**config.mk**
```make
export PLATFORM = sky130hd
export DESIGN_NAME = adc_seq_ctrl
export DESIGN_NICKNAME = d
export VERILOG_FILES = /design/src/rtl/adc_seq_pkg.sv /design/src/rtl/adc_csr.sv /design/src/rtl/adc_sequencer.sv /design/src/rtl/adc_result_bank.sv /design/src/rtl/adc_seq_ctrl.sv
export SDC_FILE = /design/constraint.sdc
export NUM_CORES = 1
export LEC_CHECK = 0
export BUFFER_PORTS_ARGS = -buffer_cell sky130_fd_sc_hd__buf_2
export CAP_MARGIN = 5
export CORE_MARGIN = 4
export CORE_UTILIZATION = 35
export CTS_CLUSTER_SIZE = 20
export DETAILED_ROUTE_END_ITERATION = 12
export PLACE_DENSITY_LB_ADDON = 0.05
export SYNTH_ARGS = -nofsm -noshare
export SYNTH_HDL_FRONTEND = slang
export SYNTH_SLANG_ARGS = --single-unit
```
**constraint.sdc**
```tcl
create_clock -name clk -period 2.3 [get_ports clk]
set_clock_uncertainty 0.2 [all_clocks]
set_input_delay 0.115 -clock clk [delete_from_list [all_inputs] [get_ports clk]]
set_output_delay 0.115 -clock clk [all_outputs]
set_load 0.005 [all_outputs]
```
**src/rtl/adc_seq_pkg.sv**
```systemverilog
// Package: shared state encoding, mode codes and control-word bit positions
// for the conversion sequencer. Positions above the channel field depend on
// the channel width and are derived in the modules that use them.
package adc_seq_pkg;

    typedef enum logic [1:0] {
        SQ_IDLE = 2'd0,
        SQ_REQ  = 2'd1,
        SQ_WAIT = 2'd2
    } sq_state_e;

    localparam int unsigned BIT_START = 0;
    localparam int unsigned MODE_LSB  = 1;
    localparam int unsigned MODE_W    = 2;
    localparam int unsigned CHAN_LSB  = MODE_LSB + MODE_W;

    localparam logic [1:0] MODE_SINGLE    = 2'b00;
    localparam logic [1:0] MODE_SCAN_ONCE = 2'b10;
    localparam logic [1:0] MODE_SCAN_LOOP = 2'b11;

endpackage

```
**src/rtl/adc_csr.sv**
```systemverilog
// Module: adc_csr
// Holds the control/status word: start bit, mode and channel fields, done
// flag with its read-then-clear arming, and the interrupt enable. Decodes
// software writes into launch and stop requests for the sequencer.
// Assumes seq_pass_done and seq_finish are single-cycle pulses and that
// seq_busy is high from the cycle after launch until the sequence ends.
module adc_csr #(
    parameter int unsigned CH_W = 4
) (
    input  logic                      clk,
    input  logic                      rst_n,
    input  logic                      csr_wr,
    input  logic                      csr_rd,
    input  logic [CH_W+4:0]           csr_wdata,
    output logic [CH_W+4:0]           csr_rdata,
    input  logic                      dma_ack,
    input  logic                      seq_busy,
    input  logic                      seq_pass_done,
    input  logic                      seq_finish,
    output logic                      launch,
    output logic                      stop_req,
    output logic [1:0]                go_mode,
    output logic [CH_W-1:0]           go_chan,
    output logic                      irq
);
    import adc_seq_pkg::*;

    localparam int unsigned DONE_BIT = CHAN_LSB + CH_W;
    localparam int unsigned IE_BIT   = DONE_BIT + 1;

    logic            start_q;
    logic [1:0]      mode_q;
    logic [CH_W-1:0] chan_q;
    logic            done_q;
    logic            armed_q;
    logic            ie_q;

    logic wr_start;
    logic wr_done;
    logic done_clr;

    // Decode write fields and the requests they make.
    always_comb begin
        wr_start = csr_wdata[BIT_START];
        wr_done  = csr_wdata[DONE_BIT];
        go_mode  = csr_wdata[MODE_LSB +: MODE_W];
        go_chan  = csr_wdata[CHAN_LSB +: CH_W];
        launch   = csr_wr && wr_start && !seq_busy;
        stop_req = csr_wr && !wr_start && seq_busy;
        done_clr = dma_ack || (csr_wr && !wr_done && armed_q);
    end

    // Start bit: set on an accepted launch, cleared by software or at the end.
    always_ff @(posedge clk) begin
        if (!rst_n) begin
            start_q <= 1'b0;
        end else if (launch) begin
            start_q <= 1'b1;
        end else if (csr_wr && !wr_start) begin
            start_q <= 1'b0;
        end else if (seq_finish) begin
            start_q <= 1'b0;
        end
    end

    // Plain configuration fields, written on every control write.
    always_ff @(posedge clk) begin
        if (!rst_n) begin
            mode_q <= '0;
            chan_q <= '0;
            ie_q   <= 1'b0;
        end else if (csr_wr) begin
            mode_q <= go_mode;
            chan_q <= go_chan;
            ie_q   <= csr_wdata[IE_BIT];
        end
    end

    // Done flag: a completed pass wins over any clear in the same cycle.
    always_ff @(posedge clk) begin
        if (!rst_n) begin
            done_q <= 1'b0;
        end else if (seq_pass_done) begin
            done_q <= 1'b1;
        end else if (done_clr) begin
            done_q <= 1'b0;
        end
    end

    // Arm the software clear once a strobed read has seen the flag at 1.
    always_ff @(posedge clk) begin
        if (!rst_n) begin
            armed_q <= 1'b0;
        end else if (seq_pass_done || done_clr) begin
            armed_q <= 1'b0;
        end else if (csr_rd && done_q) begin
            armed_q <= 1'b1;
        end
    end

    // Assemble the read word and the interrupt request.
    always_comb begin
        csr_rdata                        = '0;
        csr_rdata[BIT_START]             = start_q;
        csr_rdata[MODE_LSB +: MODE_W]    = mode_q;
        csr_rdata[CHAN_LSB +: CH_W]      = chan_q;
        csr_rdata[DONE_BIT]              = done_q;
        csr_rdata[IE_BIT]                = ie_q;
        irq                              = done_q && ie_q;
    end

endmodule

```
**src/rtl/adc_sequencer.sv**
```systemverilog
// Module: adc_sequencer
// Walks the conversion order for the latched mode and channel, drives the
// start/done handshake to the analog core and reports pass ends and finish.
// Assumes the core answers each conv_start with exactly one conv_done.
module adc_sequencer #(
    parameter int unsigned CH_W = 4
) (
    input  logic            clk,
    input  logic            rst_n,
    input  logic            launch,
    input  logic            stop_req,
    input  logic [1:0]      go_mode,
    input  logic [CH_W-1:0] go_chan,
    input  logic            conv_done,
    output logic            conv_start,
    output logic [CH_W-1:0] conv_ch,
    output logic            busy,
    output logic            pass_done,
    output logic            finish,
    output logic            res_we
);
    import adc_seq_pkg::*;

    sq_state_e       state_q;
    logic [1:0]      mode_q;
    logic [CH_W-1:0] cur_q;
    logic [CH_W-1:0] last_q;
    logic            abort_q;

    logic done_evt;
    logic at_last;
    logic looping;

    // Completion decode for the conversion in flight.
    always_comb begin
        done_evt   = (state_q == SQ_WAIT) && conv_done;
        at_last    = (cur_q == last_q);
        looping    = (mode_q == MODE_SCAN_LOOP);
        pass_done  = done_evt && at_last;
        finish     = done_evt && (abort_q || stop_req || (at_last && !looping));
        busy       = (state_q != SQ_IDLE);
        conv_start = (state_q == SQ_REQ);
        conv_ch    = cur_q;
        res_we     = done_evt;
    end

    // Sequencing state, channel walk and stop request capture.
    always_ff @(posedge clk) begin
        if (!rst_n) begin
            state_q <= SQ_IDLE;
            mode_q  <= MODE_SINGLE;
            cur_q   <= '0;
            last_q  <= '0;
            abort_q <= 1'b0;
        end else begin
            case (state_q)
                SQ_IDLE: begin
                    if (launch) begin
                        mode_q  <= go_mode;
                        last_q  <= go_chan;
                        cur_q   <= go_mode[1] ? '0 : go_chan;
                        abort_q <= 1'b0;
                        state_q <= SQ_REQ;
                    end
                end
                SQ_REQ: begin
                    state_q <= SQ_WAIT;
                    if (stop_req) abort_q <= 1'b1;
                end
                SQ_WAIT: begin
                    if (stop_req) abort_q <= 1'b1;
                    if (conv_done) begin
                        if (finish) begin
                            state_q <= SQ_IDLE;
                        end else begin
                            cur_q   <= at_last ? '0 : cur_q + 1'b1;
                            state_q <= SQ_REQ;
                        end
                    end
                end
                default: state_q <= SQ_IDLE;
            endcase
        end
    end

endmodule

```
**src/rtl/adc_result_bank.sv**
```systemverilog
// Module: adc_result_bank
// One result register per channel, written by the sequencer on completion
// and read through a channel select. Assumes at most one write per cycle.
module adc_result_bank #(
    parameter int unsigned CH_W  = 4,
    parameter int unsigned RES_W = 10
) (
    input  logic             clk,
    input  logic             rst_n,
    input  logic             we,
    input  logic [CH_W-1:0]  wr_ch,
    input  logic [RES_W-1:0] wr_data,
    input  logic [CH_W-1:0]  rd_ch,
    output logic [RES_W-1:0] rd_data
);
    localparam int unsigned NUM_CH = 1 << CH_W;

    logic [RES_W-1:0] bank [NUM_CH];

    for (genvar g = 0; g < NUM_CH; g++) begin : g_slot
        logic [RES_W-1:0] slot_q;

        // Capture the result addressed to this slot.
        always_ff @(posedge clk) begin
            if (!rst_n) begin
                slot_q <= '0;
            end else if (we && (wr_ch == CH_W'(g))) begin
                slot_q <= wr_data;
            end
        end

        assign bank[g] = slot_q;
    end

    // Select the requested slot for reading.
    always_comb rd_data = bank[rd_ch];

endmodule

```
**src/rtl/adc_seq_ctrl.sv**
```systemverilog
// Module: adc_seq_ctrl (top)
// Conversion mode sequencer: control word, sequencer and per-channel result
// storage around an external successive-approximation core.
// Assumes the core's conv_done arrives at least one cycle after conv_start.
module adc_seq_ctrl #(
    parameter int unsigned CH_W  = 4,
    parameter int unsigned RES_W = 10
) (
    input  logic             clk,
    input  logic             rst_n,
    input  logic             csr_wr,
    input  logic             csr_rd,
    input  logic [CH_W+4:0]  csr_wdata,
    output logic [CH_W+4:0]  csr_rdata,
    input  logic [CH_W-1:0]  res_sel,
    output logic [RES_W-1:0] res_data,
    output logic             irq,
    input  logic             dma_ack,
    output logic             conv_start,
    output logic [CH_W-1:0]  conv_ch,
    input  logic             conv_done,
    input  logic [RES_W-1:0] conv_data
);
    logic            launch;
    logic            stop_req;
    logic [1:0]      go_mode;
    logic [CH_W-1:0] go_chan;
    logic            seq_busy;
    logic            seq_pass_done;
    logic            seq_finish;
    logic            res_we;

    adc_csr #(.CH_W(CH_W)) csr_i (
        .clk           (clk),
        .rst_n         (rst_n),
        .csr_wr        (csr_wr),
        .csr_rd        (csr_rd),
        .csr_wdata     (csr_wdata),
        .csr_rdata     (csr_rdata),
        .dma_ack       (dma_ack),
        .seq_busy      (seq_busy),
        .seq_pass_done (seq_pass_done),
        .seq_finish    (seq_finish),
        .launch        (launch),
        .stop_req      (stop_req),
        .go_mode       (go_mode),
        .go_chan       (go_chan),
        .irq           (irq)
    );

    adc_sequencer #(.CH_W(CH_W)) seq_i (
        .clk        (clk),
        .rst_n      (rst_n),
        .launch     (launch),
        .stop_req   (stop_req),
        .go_mode    (go_mode),
        .go_chan    (go_chan),
        .conv_done  (conv_done),
        .conv_start (conv_start),
        .conv_ch    (conv_ch),
        .busy       (seq_busy),
        .pass_done  (seq_pass_done),
        .finish     (seq_finish),
        .res_we     (res_we)
    );

    adc_result_bank #(.CH_W(CH_W), .RES_W(RES_W)) bank_i (
        .clk     (clk),
        .rst_n   (rst_n),
        .we      (res_we),
        .wr_ch   (conv_ch),
        .wr_data (conv_data),
        .rd_ch   (res_sel),
        .rd_data (res_data)
    );

endmodule

```
# Word level (Yosys, flattened, before mapping)

Cells that the tools add are included.

$add $sub $neg: 1
Order comparisons: 1
Equal/unequal tests: 23
Multiplexer cells: 21
Bitwise gates (word level): 2
Reduce and logical (&&, ||, !) cells: 49

Operators by type and width:

| cell                                                            | count |
|---|---|
| 10-bit binary-select mux with 4-bit select                      | 1 |
| 4-bit == test, second input constant                            | 8 |
| 1-bit logical AND                                               | 28 |
| 10-bit 2-to-1 mux                                               | 2 |
| 4-bit 2-to-1 mux                                                | 5 |
| 4-bit by 3-bit == test with 1-bit output, second input constant | 4 |
| 4-bit by 2-bit == test with 1-bit output, second input constant | 2 |
| 1-bit 2-to-1 mux                                                | 8 |
| 4-bit case mux with 2 select lines                              | 1 |
| 2-bit nonzero test                                              | 4 |
| 2-bit inequality test, second input constant                    | 3 |
| 2-bit case mux with 3 select lines                              | 1 |
| 5-bit >= comparator, second input constant                      | 1 |
| 4-bit NOT with 5-bit output                                     | 1 |
| 4-bit by 1-bit adder with 4-bit output, second input constant   | 1 |
| 2-bit == test, second input constant                            | 2 |
| 4-bit by 1-bit == test with 1-bit output, second input constant | 1 |
| 4-bit == test                                                   | 1 |
| 1-bit zero test                                                 | 4 |
| 4-bit zero test                                                 | 1 |
| 1-bit logical OR                                                | 4 |
| 2-bit 2-to-1 mux                                                | 2 |
| 2-bit AND reduction                                             | 2 |
| 4-bit AND reduction                                             | 1 |
| 8 further kinds                                                 | 9 |

Bits in registers: 183
Bits of input ports: 29
Output and inout bits: 25
Logic and storage cells: 124

# Depth between registers and ports, before layout

Gate-level depths: netlist of run 1.

Depth in word-level cells: 9
Gate-level depth with buffers: 9
Depth with buffers taken out: 6

# By module

From an unflattened synthesis of run 1, not the netlist that was laid out.

Cells, all modules: 995
Area, all modules: 9132.5 um2

By module, submodules not included:

| module          | instances | cells each | area each (um2) | seq. area each (um2) |
|---|---|---|---|---|
| adc_result_bank | 1         | 847        | 7790.0          | 3203.1 |
| adc_sequencer   | 1         | 100        | 850.8           | 260.2 |
| adc_csr         | 1         | 48         | 491.7           | 200.2 |

# Worst setup path after synthesis of run 1

Ideal clock, no wire load.

Path type: register to register
From: register seq_i.state_q[0]
To: register seq_i.state_q[0]
Arrival time: 1718 ps
Data required time: 1984 ps
Setup slack: 266 ps
Stages on the path, launching flop included: 8
Period minus slack after synthesis: 2034 ps
Cell sequence: dfxtp_1 -> inv_1 -> ha_1 -> buf_2 -> clkbuf_1 -> a21oi_1 -> mux2_2 -> o211a_1

Cells in the longest elaborated chain, start to end: 8
Elaborated cells on any way between the ends: 17

Ends and longest elaborated chain:

| what                               | RTL line            | text |
|---|---|---|
| start: declaration                 | adc_sequencer.sv:24 | `sq_state_e state_q;` |
| start signal: assignment           | adc_sequencer.sv:50 | `state_q <= SQ_IDLE;` |
| start signal: assignment           | adc_sequencer.sv:63 | `state_q <= SQ_REQ;` |
| start signal: assignment           | adc_sequencer.sv:67 | `state_q <= SQ_WAIT;` |
| 2-bit nonzero test                 | adc_sequencer.sv:41 | `busy = (state_q != SQ_IDLE);` |
| 1-bit logical AND                  | adc_csr.sv:49       | `stop_req = csr_wr && !wr_start && seq_busy;` |
| 1-bit logical OR (2 in a row)      | adc_sequencer.sv:40 | `finish = done_evt && (abort_q \|\| stop_req \|\| (at_last && !looping));` |
| 1-bit logical AND                  | adc_sequencer.sv:40 |  |
| 1-bit 2-to-1 mux                   | adc_sequencer.sv:73 | `if (finish) begin` |
| 2-bit 2-to-1 mux                   | adc_sequencer.sv:72 | `if (conv_done) begin` |
| 2-bit case mux with 3 select lines | adc_sequencer.sv:56 | `case (state_q)` |

Parallel ways exist; a longest one is shown, timed or not. The select of a mux whose other input is x is not followed.
A chain may end at the register's enable or synchronous reset.

# Worst setup path in the final report of run 1

From: register bank_i.g_slot[5].slot_q[9]
To: output res_data[9]

Cells in the longest elaborated chain, start to end: 3

Ends and longest elaborated chain:

| what                                                 | RTL line              | text |
|---|---|---|
| start: declaration                                   | adc_result_bank.sv:21 | `logic [RES_W-1:0] slot_q;` |
| start signal: assignment                             | adc_result_bank.sv:28 | `slot_q <= wr_data;` |
| 10-bit binary-select mux with 4-bit select           | adc_result_bank.sv:36 | `always_comb rd_data = bank[rd_ch];` |
| 10-bit 2-to-1 mux (implied by the code) (2 in a row) | adc_result_bank.sv:36 |  |
| end: declaration                                     | adc_seq_ctrl.sv:16    | `output logic [RES_W-1:0] res_data,` |

Every way passes these cells. The select of a mux whose other input is x is not followed.

==> flow_metrics.env, run 1 <==
export IMPL_leakage_nw=3.566
export IMPL_track_usage_pct=19.19
export IMPL_final_max_slew_viol_count=0
export IMPL_ir_worst_vdd_uv=534.3
export IMPL_synth_edf_count=0
export IMPL_cts_sinks=183
export IMPL_io_buffers=53
export IMPL_timing_hold_ws_ns=0.01812
export IMPL_synth_common_cells="dfxtp_1 (183), nand2_1 (164), mux2i_1 (95), nor2b_1 (95), a21boi_0 (82)"
export IMPL_antenna_found_initial=0
export IMPL_syn_nets=870
export IMPL_placed_area_sq_um=9458
export IMPL_multi_input_area_sq_um=4713
export IMPL_grt_max_degree=160
export IMPL_drt_wl_total_um=25540
export IMPL_h_tree_depth=4
export IMPL_die_width_um=165.5
export IMPL_min_from="csr_wr"
export IMPL_p_int_mw=5.338
export IMPL_async_flop_share_pct=0
export IMPL_die_h_um=165.5
export IMPL_postRouteAntennaNets=0
export IMPL_rrSetupSlack_ns=0.14
export IMPL_die_area_sq_um=27390
export IMPL_crit_type="reg2out"
export IMPL_synth_flop_cell="dfxtp_1"
export IMPL_start_util_pct=35.60
export IMPL_cp_end_kind="primary output"
export IMPL_run_status="completed"
export IMPL_yosys_cell_types_count=37
export IMPL_synth_cells=833
export IMPL_clkPwrFrac_pct=37.3
export IMPL_hold_depth=4
export IMPL_required_ns=1.99
export IMPL_hold_path_class="in2reg"
export IMPL_clk_pin_slew_worst_paths_ns=0.07
export IMPL_crit_fanout=2
export IMPL_relSlewSlack_pct=61.25
export IMPL_gp_congestion=0.7826
export IMPL_switching_power_mw=2.239
export IMPL_yosys_cell_count_top_type="dfxtp_1"
export IMPL_vias=6379
export IMPL_setup_viol_count_final=0
export IMPL_wl_per_cell_um=20.37
export IMPL_rsz0062_at_grt="false"
export IMPL_ys_warn_count=0
export IMPL_drc=0
export IMPL_final_layout_size_suffix_gt1_share_pct=19.03
export IMPL_rr_startpoint="csr_i.armed_q"
export IMPL_swShare_pct=29.55
export IMPL_fin_crit_ns=2.257
export IMPL_netlist_area_sq_um=8682
export IMPL_hpwl_um=16780
export IMPL_worst_pin_slew_ns=0.5813
export IMPL_max_cap_violations=0
export IMPL_grt_pass1_vias=6546
export IMPL_grt_pass1_wl_um=39610
export IMPL_synthTopCellsByArea="dfxtp_1 (42%), mux2i_1 (11%), mux4_1 (7.9%), a21boi_0 (7.1%), nand2_1 (7.1%)"
export IMPL_cellPowerDensity_nw_per_um2=736.4
export IMPL_ioPinCount=54
export IMPL_hold_violations=0
export IMPL_register_area_sq_um=3667
export IMPL_p_comb_share_pct=17.7
export IMPL_grt_overflow=0
export IMPL_cts_tree="done"
export IMPL_coreArea_sq_um=24390
export IMPL_antenna_cells=0
export IMPL_fillCellCount=2400
export IMPL_power_mw=7.577
export IMPL_synth_top_area_share_pct=42.20
export IMPL_worstSetupStartpointType="register"
export IMPL_synth_seq_area_share_pct=42.20
export IMPL_reg2reg_depth=4
export IMPL_regToRegEndpoint="csr_i.armed_q"
export IMPL_avgViaCountPerCell=5.087
export IMPL_finish_instance_area_sq_um=10290
export IMPL_arrival_ns=1.94
export IMPL_syn_to_final_growth_pct=18.52
export IMPL_synth_seq_cells=183
export IMPL_finalNetCount=954
export IMPL_fmax_mhz=443.1
export IMPL_yosys_area_top_type="dfxtp_1"
export IMPL_p_seq_share_pct=44.9
export IMPL_syn_area_per_cell_sq_um=10.42
export IMPL_root_buffer="clkbuf_16"
export IMPL_tns_ns=0
export IMPL_firstDrtPassIters=5
export IMPL_cts_made_buffers=17
export IMPL_post_route_period_util_pct=98.12
export IMPL_min_to="csr_i.mode_q[0]"
export IMPL_dr_first_iter_drc_count=420
export IMPL_row_count=57
export IMPL_clockBufferDepth=2
export IMPL_clk_latency_ns=0.43
[through the flow]
stage | setup WS, ns | cells | util (%)
floorplan | 0.2655 | 833 | -
finish | 0.04327 | 1254 | 42.19
detailed placement | 0.07881 | 1195 | 38.78
global placement | 0.09380 | 1195 | 38.78
global route | 0.007437 | 1254 | 42.19
CTS | 0.0002129 | 1254 | 42.15
[placed cells by master, fill, tap and decap left out, drive strengths merged]
cell type      n
or2            4
nor2          16
buf           96
nor3b          5
xnor2          5
o2111ai        4
dlygate4sd3   27
clkinvlp       5
nor3           4
clkbuf        20
ha             8
o21ai          6
xor2           1
a2bb2oi        1
nand4          1
o31ai          1
nor2b         95
nand2        164
and2           2
dfxtp        183
nand2b         2
nand3         14
bufinv         1
mux2           1
mux2i         95
nor4bb         1
a31oi          5
inv           14
o211ai         5
mux4          50
a21oi          7
o211a          2
a21boi        83
clkinv         2
[worst max path at each step]
stage	start	slack, ns	end
3_5_place_dp	seq_i.state_q[0]	0.08	bank_i.g_slot[6].slot_q[0]
6_report	bank_i.g_slot[5].slot_q[9]	0.04	res_data[9]
2_1_floorplan	seq_i.state_q[0]	0.27	seq_i.state_q[0]
4_1_cts	bank_i.g_slot[9].slot_q[9]	0.0002	res_data[9]
5_1_grt	bank_i.g_slot[5].slot_q[9]	0.007	res_data[9]
3_3_place_gp	seq_i.state_q[0]	0.09	bank_i.g_slot[9].slot_q[0]
[sequential cells by signal, indices dropped and copies added, names as in the netlist, 2 cells and up]
| signal | flops |
|---|---|
| bank_i.g_slot.slot_q | 160 |
| csr_i.chan_q | 4 |
| csr_i.mode_q | 2 |
| seq_i.conv_ch | 4 |
| seq_i.last_q | 4 |
| seq_i.mode_q | 2 |
| seq_i.state_q | 2 |
[layer usage]
layer  global-route usage [%]  share of wire, %  vias to the layer above
li1                         -                 -                     3062
met1                    25.97                47                     3175
met2                    32.35                48                      122
met3                    3.475               3.6                       20
met4                    3.862               1.4                        0
met5                        0                 0                        -
[cell type report]
cell class | count | area share, %
clock buffer | 20 | 4.244
clock inverter | 12 | 1.155
inverter | 10 | 0.3648
multi-input combinational | 582 | 45.80
sequential | 183 | 35.64
tap | 324 | 3.940
timing repair buffer | 123 | 8.852
[power groups by stage]
| stage | clock (mW) | combinational [mW] | sequential (mW) |
|---|---|---|---|
| finish | 2.83 | 1.34 | 3.40 |
| detailed placement | 0 | 1.29 | 3.47 |
| global placement | 0 | 1.27 | 3.47 |
| floorplan | 0 | 0.907 | 3.41 |
| global route | 3.04 | 1.48 | 3.42 |
| CTS | 2.91 | 1.34 | 3.40 |
[worst max-delay path, cell delays in order (launching register included)]
cell and delay [ns]:
dfxtp_1 0.31, mux4_1 0.52, mux4_2 0.52, buf_2 0.16
[logic make-up (layout without fill, tap and decap cells)]
group	count (synthesis)	after routing	synth area share, %
and+or+nand+nor	308	308	17.78
DFF	183	183	42.20
muxes	146	146	25.18
AOI/OAI and AO/OA	114	114	9.540
buffers and inverters	68	165	3.545
adders and majority gates	8	8	1.153
xor gates and xnor gates	6	6	0.6053
[timing repair]
action | in CTS | in global routing
endpoints found under the setup margin | 1 | 101
buffers inserted | 0 | 0
hold buffers | 27 | 0
gates resized for setup | 1 | 10
hold endpoints to repair | 183 | 0
(Power assumes the default switching activity.)
==> inputs of run 2 (changes only) <==
--- a/config.mk
+++ b/config.mk
@@ -8,7 +8,7 @@
 export BUFFER_PORTS_ARGS = -buffer_cell sky130_fd_sc_hd__buf_2
 export CAP_MARGIN = 5
 export CORE_MARGIN = 4
-export CORE_UTILIZATION = 35
+export CORE_UTILIZATION = 30
 export CTS_CLUSTER_SIZE = 20
 export DETAILED_ROUTE_END_ITERATION = 12
 export PLACE_DENSITY_LB_ADDON = 0.05
==> run 2 against run 1 <==
Against the previous run: highest routed layer unchanged; utilization down 5.9 points; global-route usage down 1.8 points; largest power group unchanged; critical endpoint is now res_data[4]; critical path depth unchanged.
==> flow_metrics.env, run 2 (synthesized netlist as in run 1, its figures left out) <==
export IMPL_register_area_sq_um=3667
export IMPL_run_status="completed"
export IMPL_hold_path_class="in2reg"
export IMPL_vias=6440
export IMPL_drc=0
export IMPL_clockBufferDepth=2
export IMPL_final_common_cell="dfxtp_1"
export IMPL_io_buffers=53
export IMPL_fin_cells=1311
export IMPL_cts_tree="done"
export IMPL_setup_viol_count_final=0
export IMPL_dp_slack_ns=0.1152
export IMPL_finalWorstSetupSlack_ns=0.04998
export IMPL_clk_latency_ns=0.43
export IMPL_largest_reg_flops=160
export IMPL_leakage_nw=3.574
export IMPL_required_ns=1.99
export IMPL_cp_startpoint="bank_i.g_slot[15].slot_q[4]"
export IMPL_grt_pass1_wl_um=40720
export IMPL_cp_end_kind="primary output"
export IMPL_fmax_mhz=444.4
export IMPL_start_util_pct=30.33
export IMPL_rr_startpoint="csr_i.armed_q"
export IMPL_grt_overflow=0
export IMPL_tns_ns=0
export IMPL_firstDrtPassIters=5
export IMPL_swShare_pct=29.50
export IMPL_fillCellCount=2829
export IMPL_dpl_cell_count=1256
export IMPL_die_h_um=178.1
export IMPL_worst_pin_slew_ns=0.5095
export IMPL_postRouteAntennaNets=0
export IMPL_clkPwrFrac_pct=39.0
export IMPL_row_count=62
export IMPL_syn_to_final_growth_pct=19.76
export IMPL_multi_input_area_sq_um=4687
export IMPL_track_usage_pct=17.44
export IMPL_max_cap_violations=0
export IMPL_cellPowerDensity_nw_per_um2=750.6
export IMPL_cts_sinks=183
export IMPL_p_comb_share_pct=17.4
export IMPL_h_tree_depth=4
export IMPL_final_layout_size_suffix_gt1_share_pct=19.53
export IMPL_hpwl_um=17350
export IMPL_antenna_found_initial=0
export IMPL_avgViaCountPerCell=4.912
export IMPL_min_from="csr_wr"
export IMPL_coreArea_sq_um=28630
export IMPL_layout_common_cells="dfxtp_1 (180), nand2_1 (164), mux2i_1 (95), nor2b_1 (95), a21boi_0 (82)"
export IMPL_die_width_um=178.1
export IMPL_antenna_cells=0
export IMPL_cts_made_buffers=17
export IMPL_finalNetCount=951
export IMPL_drt_wl_total_um=26930
export IMPL_crit_type="reg2out"
export IMPL_wl_per_cell_um=20.54
export IMPL_final_max_slew_viol_count=0
export IMPL_grt_pass1_vias=6629
export IMPL_gp_congestion=0.7778
export IMPL_switching_power_mw=2.302
export IMPL_p_seq_share_pct=43.6
export IMPL_die_area_sq_um=31730
export IMPL_rsz0062_at_grt="false"
export IMPL_p_int_mw=5.502
export IMPL_ioPinCount=54
export IMPL_relSlewSlack_pct=66.04
export IMPL_postCtsSetupBuffers=0
export IMPL_root_buffer="clkbuf_16"
export IMPL_arrival_ns=1.94
export IMPL_dr_first_iter_drc_count=424
export IMPL_largest_register="bank_i.g_slot.slot_q"
export IMPL_clk_pin_slew_worst_paths_ns=0.07
export IMPL_post_route_period_util_pct=97.83
export IMPL_crit_fanout=2
export IMPL_grt_max_degree=94
export IMPL_fin_crit_ns=2.250
export IMPL_power_mw=7.804
export IMPL_hold_violations=0
export IMPL_ir_worst_vdd_uv=545.7
export IMPL_worstSetupStartpointType="register"
run 2: cell types whose count changed in the layout (fill, tap and decap cells not counted), moves of 2 or more:
cell	delta
clkinvlp_4	-2
inv_6	+2
mux4_1	-3
dlygate4sd3_1	-4
clkbuf_1	-3
buf_4	-2
buf_12	+3
mux4_2	+3
nand3_1	+3
nand3_2	-3
clkinv_4	+2
run 2: layout make-up:
cell class,count,share of cell area (%)
clock buffers,18,4.224
clock inverters,14,1.576
inverters,10,0.3610
multi-input cells,582,45.08
flip-flops and latches,183,35.27
well taps,384,4.621
repair buffers,120,8.869
run 2: path summary, 6_finish.rpt:
kind	endpoint	cells past startpoint	slack (ns)
setup reg to reg	csr_i.armed_q	4	0.12
setup / recovery	res_data[4]	3	0.05
hold reg to reg	bank_i.g_slot[13].slot_q[7]	2	0.26
hold / removal	csr_i.chan_q[3]	4	0.01
run 2: per-stage QoR:
stage	utilization, %	cell area [sq um]	hold WS (ns)
after floorplan	-	8682	0.08117
after global placement	33.46	9578	0.1816
after detailed placement	33.46	9578	0.1882
after CTS	36.33	10400	0.003986
after global routing	36.32	10400	0.02229
final	36.32	10400	0.01467
run 2: repair_timing:
action / CTS / global route
pin swaps: 0 / 1
hold endpoints to repair: 178 / 0
hold buffers: 23 / 0
gates resized for setup: 3 / 9
setup endpoints to repair: 2 / 12
run 2: worst max-delay path, cell delays in order, from the launching register on:
cell and delay (ns):
dfxtp_1 0.32, mux4_2 0.48, mux4_2 0.53, buf_2 0.17
run 2: metal layers:
| metal | routed length, um | GRT usage, % | up-vias |
|---|---|---|---|
| met2 | 12710 | 28.95 | 167 |
| met3 | 1048 | 3.349 | 41 |
| met5 | 0 | 0 | - |
| li1 | - | - | 3069 |
| met1 | 12470 | 22.91 | 3163 |
| met4 | 708 | 5.640 | 0 |
run 2: power groups by stage:
stage	Clock [mW]	Combinational (mW)	Sequential (mW)
finish	3.04	1.36	3.40
global route	3.26	1.50	3.43
CTS	3.13	1.37	3.40
detailed placement	0	1.33	3.47
global placement	0	1.32	3.47
floorplan	0	0.907	3.41
